--- src/rtl/exec_ctrl_pkg.sv ---
// Shared types for the execution control arbiter.
// Assumes: the host command code is two bits wide.
package exec_ctrl_pkg;

    typedef enum logic [1:0] {
        OP_NOP    = 2'd0,
        OP_RUN    = 2'd1,
        OP_ABORT  = 2'd2,
        OP_ACCESS = 2'd3
    } host_op_e;

    typedef enum logic [1:0] {
        ST_HOST  = 2'd0,
        ST_USER  = 2'd1,
        ST_ABORT = 2'd2
    } exec_state_e;

    typedef struct packed {
        logic grant;
        logic refuse;
        logic go_run;
        logic go_abort;
    } verdict_t;

endpackage

--- src/rtl/exec_cmd_judge.sv ---
// Classifies the current host command against the ownership state.
// Purely combinational; assumes at most one command per cycle.
module exec_cmd_judge
    import exec_ctrl_pkg::*;
(
    input  logic        cmd_valid,
    input  logic [1:0]  cmd_op,
    input  exec_state_e state,
    output verdict_t    verdict
);

    host_op_e op;
    assign op = host_op_e'(cmd_op);

    // Decide grant or refusal and which transition the command asks for.
    always_comb begin
        verdict = '0;
        if (cmd_valid && op != OP_NOP) begin
            unique case (state)
                ST_HOST: begin
                    verdict.grant    = 1'b1;
                    verdict.go_run   = (op == OP_RUN);
                    verdict.go_abort = (op == OP_ABORT);
                end
                ST_USER: begin
                    if (op == OP_ABORT) begin
                        verdict.grant    = 1'b1;
                        verdict.go_abort = 1'b1;
                    end else begin
                        verdict.refuse = 1'b1;
                    end
                end
                default: verdict.refuse = 1'b1;
            endcase
        end
    end

endmodule

--- src/rtl/exec_seq_fsm.sv ---
// Ownership sequencer: host -> user on run, back on clear, via a timed
// reset hold on abort. Also keeps the sticky done flag.
// Assumes HOLD >= 1 and a verdict already resolved for the current state.
module exec_seq_fsm
    import exec_ctrl_pkg::*;
#(
    parameter int HOLD = 4
) (
    input  logic        clk,
    input  logic        rst_n,
    input  verdict_t    verdict,
    input  logic        run_clear,
    output exec_state_e state,
    output logic        done
);

    localparam int CNT_W = (HOLD > 1) ? $clog2(HOLD) : 1;
    localparam logic [CNT_W-1:0] CNT_LAST = CNT_W'(HOLD - 1);

    logic [CNT_W-1:0] hold_cnt;

    // State and hold counter progression.
    always_ff @(posedge clk) begin
        if (!rst_n) begin
            state    <= ST_HOST;
            hold_cnt <= '0;
        end else begin
            unique case (state)
                ST_HOST: begin
                    if (verdict.go_run) begin
                        state <= ST_USER;
                    end else if (verdict.go_abort) begin
                        state    <= ST_ABORT;
                        hold_cnt <= '0;
                    end
                end
                ST_USER: begin
                    if (verdict.go_abort) begin
                        state    <= ST_ABORT;
                        hold_cnt <= '0;
                    end else if (run_clear) begin
                        state <= ST_HOST;
                    end
                end
                default: begin
                    if (hold_cnt == CNT_LAST) begin
                        state    <= ST_HOST;
                        hold_cnt <= '0;
                    end else begin
                        hold_cnt <= hold_cnt + 1'b1;
                    end
                end
            endcase
        end
    end

    // Sticky completion flag: set on clean finish, cleared by a new run.
    always_ff @(posedge clk) begin
        if (!rst_n) begin
            done <= 1'b0;
        end else if (verdict.go_run) begin
            done <= 1'b0;
        end else if (state == ST_USER && run_clear && !verdict.go_abort) begin
            done <= 1'b1;
        end
    end


    hold_bound_chk: assert property (@(posedge clk) disable iff (!rst_n)
        hold_cnt <= CNT_LAST);


    done_clear_chk: assert property (@(posedge clk) disable iff (!rst_n)
        verdict.go_run |=> !done);


    abort_entry_chk: assert property (@(posedge clk) disable iff (!rst_n)
        verdict.go_abort |=> (state == ST_ABORT) && (hold_cnt == '0));

endmodule

--- src/rtl/exec_resp_reg.sv ---
// Registers the grant/refuse verdict into one-cycle host strobes.
// Assumes the verdict never carries grant and refuse together.
module exec_resp_reg
    import exec_ctrl_pkg::*;
(
    input  logic     clk,
    input  logic     rst_n,
    input  verdict_t verdict,
    output logic     accept,
    output logic     retry
);

    // Capture this cycle's decision as next cycle's strobe.
    always_ff @(posedge clk) begin
        if (!rst_n) begin
            accept <= 1'b0;
            retry  <= 1'b0;
        end else begin
            accept <= verdict.grant;
            retry  <= verdict.refuse;
        end
    end


    strobe_excl_chk: assert property (@(posedge clk) disable iff (!rst_n)
        !(accept && retry));

endmodule

--- src/rtl/exec_ctrl_arbiter.sv ---
// Top of the execution control arbiter. Judges host commands, sequences
// ownership and decodes the state into run, reset and ownership outputs.
// Assumes one host command per cycle and a one-cycle clear pulse.
module exec_ctrl_arbiter
    import exec_ctrl_pkg::*;
#(
    parameter int ABORT_HOLD = 4
) (
    input  logic       clk,
    input  logic       rst_n,
    input  logic       host_cmd_valid,
    input  logic [1:0] host_cmd_op,
    output logic       host_cmd_accept,
    output logic       host_cmd_retry,
    input  logic       user_run_clear,
    output logic       user_run,
    output logic       user_rst,
    output logic       host_owns,
    output logic       done
);

    exec_state_e state;
    verdict_t    verdict;

    exec_cmd_judge u_judge (
        .cmd_valid (host_cmd_valid),
        .cmd_op    (host_cmd_op),
        .state     (state),
        .verdict   (verdict)
    );

    exec_seq_fsm #(.HOLD(ABORT_HOLD)) u_fsm (
        .clk       (clk),
        .rst_n     (rst_n),
        .verdict   (verdict),
        .run_clear (user_run_clear),
        .state     (state),
        .done      (done)
    );

    exec_resp_reg u_resp (
        .clk    (clk),
        .rst_n  (rst_n),
        .verdict(verdict),
        .accept (host_cmd_accept),
        .retry  (host_cmd_retry)
    );

    // Decode ownership outputs from the sequencer state.
    always_comb begin
        user_run  = (state == ST_USER);
        user_rst  = (state == ST_ABORT);
        host_owns = (state == ST_HOST);
    end


    run_start_chk: assert property (@(posedge clk) disable iff (!rst_n)
        (host_owns && host_cmd_valid && host_cmd_op == OP_RUN)
        |=> (user_run && !host_owns && host_cmd_accept));


    clear_return_chk: assert property (@(posedge clk) disable iff (!rst_n)
        (user_run && user_run_clear && !(host_cmd_valid && host_cmd_op == OP_ABORT))
        |=> (host_owns && done && !user_run));


    abort_prio_chk: assert property (@(posedge clk) disable iff (!rst_n)
        (user_run && host_cmd_valid && host_cmd_op == OP_ABORT)
        |=> (user_rst && !user_run && !host_owns && !done && host_cmd_accept));


    access_refuse_chk: assert property (@(posedge clk) disable iff (!rst_n)
        (!host_owns && host_cmd_valid && host_cmd_op == OP_ACCESS)
        |=> (host_cmd_retry && !host_cmd_accept));


    rerun_refuse_chk: assert property (@(posedge clk) disable iff (!rst_n)
        (user_run && !user_run_clear && host_cmd_valid && host_cmd_op == OP_RUN)
        |=> (host_cmd_retry && user_run));


    idle_strobe_chk: assert property (@(posedge clk) disable iff (!rst_n)
        !(host_cmd_valid && host_cmd_op != OP_NOP)
        |=> (!host_cmd_accept && !host_cmd_retry));


    done_hold_chk: assert property (@(posedge clk) disable iff (!rst_n)
        (done && !(host_cmd_valid && host_cmd_op == OP_RUN)) |=> done);


    own_excl_chk: assert property (@(posedge clk) disable iff (!rst_n)
        $onehot0({host_owns, user_run, user_rst}));

endmodule

--- config.mk ---
export PLATFORM = sky130hd
export DESIGN_NAME = exec_ctrl_arbiter
export DESIGN_NICKNAME = d
export VERILOG_FILES = /design/src/rtl/exec_ctrl_pkg.sv /design/src/rtl/exec_cmd_judge.sv /design/src/rtl/exec_seq_fsm.sv /design/src/rtl/exec_resp_reg.sv /design/src/rtl/exec_ctrl_arbiter.sv
export SDC_FILE = /design/constraint.sdc
export NUM_CORES = 1
export LEC_CHECK = 0
export BUFFER_PORTS_ARGS = -buffer_cell sky130_fd_sc_hd__buf_2
export CORE_AREA = 10 10 47 49
export CTS_BUF_LIST = sky130_fd_sc_hd__clkbuf_8 sky130_fd_sc_hd__clkbuf_16
export DETAILED_ROUTE_END_ITERATION = 8
export DIE_AREA = 0 0 57 59
export PLACE_DENSITY = 0.54
export RECOVER_POWER = 25
export SYNTH_ARGS = -nofsm -noshare
export SYNTH_HDL_FRONTEND = slang
export SYNTH_SLANG_ARGS = --single-unit
--- constraint.sdc ---
create_clock -name clk -period 1.85 [get_ports clk]
set_input_delay 0.2775 -clock clk [delete_from_list [all_inputs] [get_ports clk]]
set_output_delay 0.2775 -clock clk [all_outputs]
set_load 0.05 [all_outputs]
==> flow_summary.json <==
{
  "endpoint_kind": "output port",
  "period_share_pct": 83.4,
  "drt_iter0_markers": 6,
  "gr-total-overflow": 0,
  "yosys-top-cells-area": "dfxtp_1 (38%), a21oi_1 (4.1%), a21boi_1 (4.1%), nor2_1 (4.1%), ha_1 (3.4%)",
  "coreArea_sq_um": 1400,
  "syn-cell-area_sq_um": 365,
  "path_cells": "inv_1, nor2_1, buf_2",
  "clock_latency_ns": 0.23,
  "yosys_warnings": 0,
  "track_usage_pct": 5.62,
  "clock_skew_ns": 0.00526,
  "antenna_left": 0,
  "cts_tree": "done",
  "drt-met1-wl_um": 367,
  "drc_errors": 0,
  "cellPowerDensity_nw_per_um2": 1030,
  "dieHeight_um": 59,
  "fillers": 158,
  "fin_nets": 63,
  "grt_max_degree": 12,
  "status": "finished clean",
  "clk_pin_slew_ns": 0.04,
  "clockRootBuffer": "clkbuf_8",
  "ys_types": 25,
  "yosysTopAreaCellShare_pct": 38.4,
  "drive_gt1_share_pct": 27.3,
  "crit_type": "reg -> out",
  "ys_seq_elements": 7,
  "dieArea_sq_um": 3360,
  "power.leakage_uw": 0.000215,
  "slew_headroom_pct": 78.3,
  "io_pins": 12,
  "final_cell_mix": "buf_2 (11), dfxtp_1 (7), nor2_1 (4)",
  "areaGrowthSynthToFinish_pct": 28.8,
  "grt_pass1_vias": 339,
  "cap_violations": 0,
  "post_drt_wl_per_cell_um": 11.8,
  "max_stage_delay_ns": 0.50,
  "ctsHoldBuffers": 0,
  "numCtsBuffers": 3,
  "multi_input_area_sq_um": 201,
  "cts.sink_count": 7,
  "dieWidth_um": 57,
  "critPathRequiredTime_ns": 1.57,
  "cts_setup_buffers": 0,
  "dp_hpwl_um": 655,
  "start_kind": "flip-flop",
  "gp_congestion": 0.760,
  "tightest_slew_ns": 0.325,
  "grt_pass1_wl_um": 1390,
  "final_common_cell": "buf_2",
  "viasPerCell": 5.08,
  "cts_buffer_depth": 2,
  "clock.fmax_mhz": 648,
  "wl_met2_um": 366,
  "cp_num_buf_inv": 2,
  "fin_crit_ns": 1.54,
  "cts_resized": 0,
  "cts.htree.levels": 1,
  "finalHoldViolCount": 0,
  "min_path_type": "in -> reg",
  "peakVddDrop_v": 0.000360,
  "path_max_fanout": 11,
  "port_buffers": 11,
  "via_count": 361,
  "start_util_pct": 26.1,
  "antenna_found_initial": 0,
  "maxUsedRoutingLayer": "met4",
  "synth_nets": 49,
  "wirelength_um": 836,
  "seq_area_sq_um": 140,
  "critPathTopFamily": "flip-flops",
  "core.rowCount": 14,
  "power_uw": 485,
  "critPathSlowestCell": "dfxtp_1",
  "synthCells": 42,
  "slew_violations": 0,
  "seq_area_frac_synth_pct": 38.4,
  "drt_pass1_iterations": 2,
  "wl_met3_um": 69,
  "rsz0062_at_grt": "false",
  "critPathArrivalTime_ns": 1.27,
  "finalSetupTns_ns": 0,
  "avgSynthCellArea_sq_um": 8.70,
  "diodes": 0,
  "setup_viol": 0,
  "synth_top_area_cell": "dfxtp_1"
}
==> final cells by class <==
| class | instances | share of cell area [%] |
|---|---|---|
| clock buffers | 3 | 8.78 |
| clock inverters | 1 | 1.06 |
| inverters | 2 | 1.60 |
| multi-input cells | 31 | 42.8 |
| flip-flops and latches | 7 | 29.8 |
| well taps | 16 | 4.26 |
| repair buffers | 11 | 11.7 |
==> worst register-to-register path, delay by kind of cell (launching register included) <==
family	cells	cell delay, ns
buf+inv	1	0.12
compound gates	2	0.48
flops	1	0.48
==> through the flow <==
stage               hold slack (ns)  instances  cell area, sq um  setup slack (ns)  utilization, %
global placement              0.478         67               424             0.585            30.3
finish                        0.335         71               470             0.307            33.6
global route                  0.348         71               470             0.217            33.6
detailed placement            0.477         67               424             0.550            30.3
CTS                           0.326         71               470             0.290            33.6
floorplan                     0.406         42               365             0.370               -
==> power by group <==
group	switching (uW)	total, uW	internal, uW
combinational	64.7	97.3	32.6
clock	69.1	215	146
sequential	11.9	173	161
==> registers in the layout, indices dropped and copies added (netlist names) <==
name            count
u_fsm.state         2
u_fsm.done          1
u_fsm.hold_cnt      2
u_resp.accept       1
u_resp.retry        1
==> cells by family after synthesis <==
| kind of cell | count (synthesis) | synth area share (%) |
|---|---|---|
| buffers and inverters | 4 | 6.50 |
| DFF | 7 | 38.4 |
| adders and majority gates | 1 | 3.42 |
| and+or+nand+nor | 17 | 25.7 |
| muxes | 1 | 2.74 |
| AOI/OAI and AO/OA | 12 | 23.3 |
==> routing by layer <==
layer,track usage [%],vias up
met1,5.47,167
li1,-,178
met4,6.04,0
met3,3.86,5
met2,7.44,11
met5,0,-
==> synth_stat cells <==
cell type	count
dfxtp_1	7
nor2_1	4
a21oi_1	3
nand2_1	3
a21boi_1	2
nand3_1	2
nor2b_1	2
o21ai_0	2
a2bb2oi_1	1
a31oi_1	1
a41oi_1	1
and2b_1	1
buf_2	1
buf_6	1
ha_1	1
inv_1	1
inv_2	1
mux2i_1	1
nand3b_1	1
nand4_1	1
nand4bb_1	1
nor3_1	1
nor3b_1	1
o211a_1	1
o221a_1	1
==> final timing paths <==
path,startpoint,end,slack [ns],cells past startpoint
worst max register to register,u_fsm.state[0]$_SDFFE_PN0P_,u_fsm.state[1]$_SDFFE_PN0P_,0.66,3
worst max-delay path,u_fsm.state[1]$_SDFFE_PN0P_,user_rst,0.31,3
worst min-delay path,rst_n,u_fsm.state[1]$_SDFFE_PN0P_,0.33,2
worst min register to register,u_fsm.done$_SDFFE_PP0P_,u_fsm.done$_SDFFE_PP0P_,0.47,2
No activity file was read; power rests on OpenSTA's default activity.
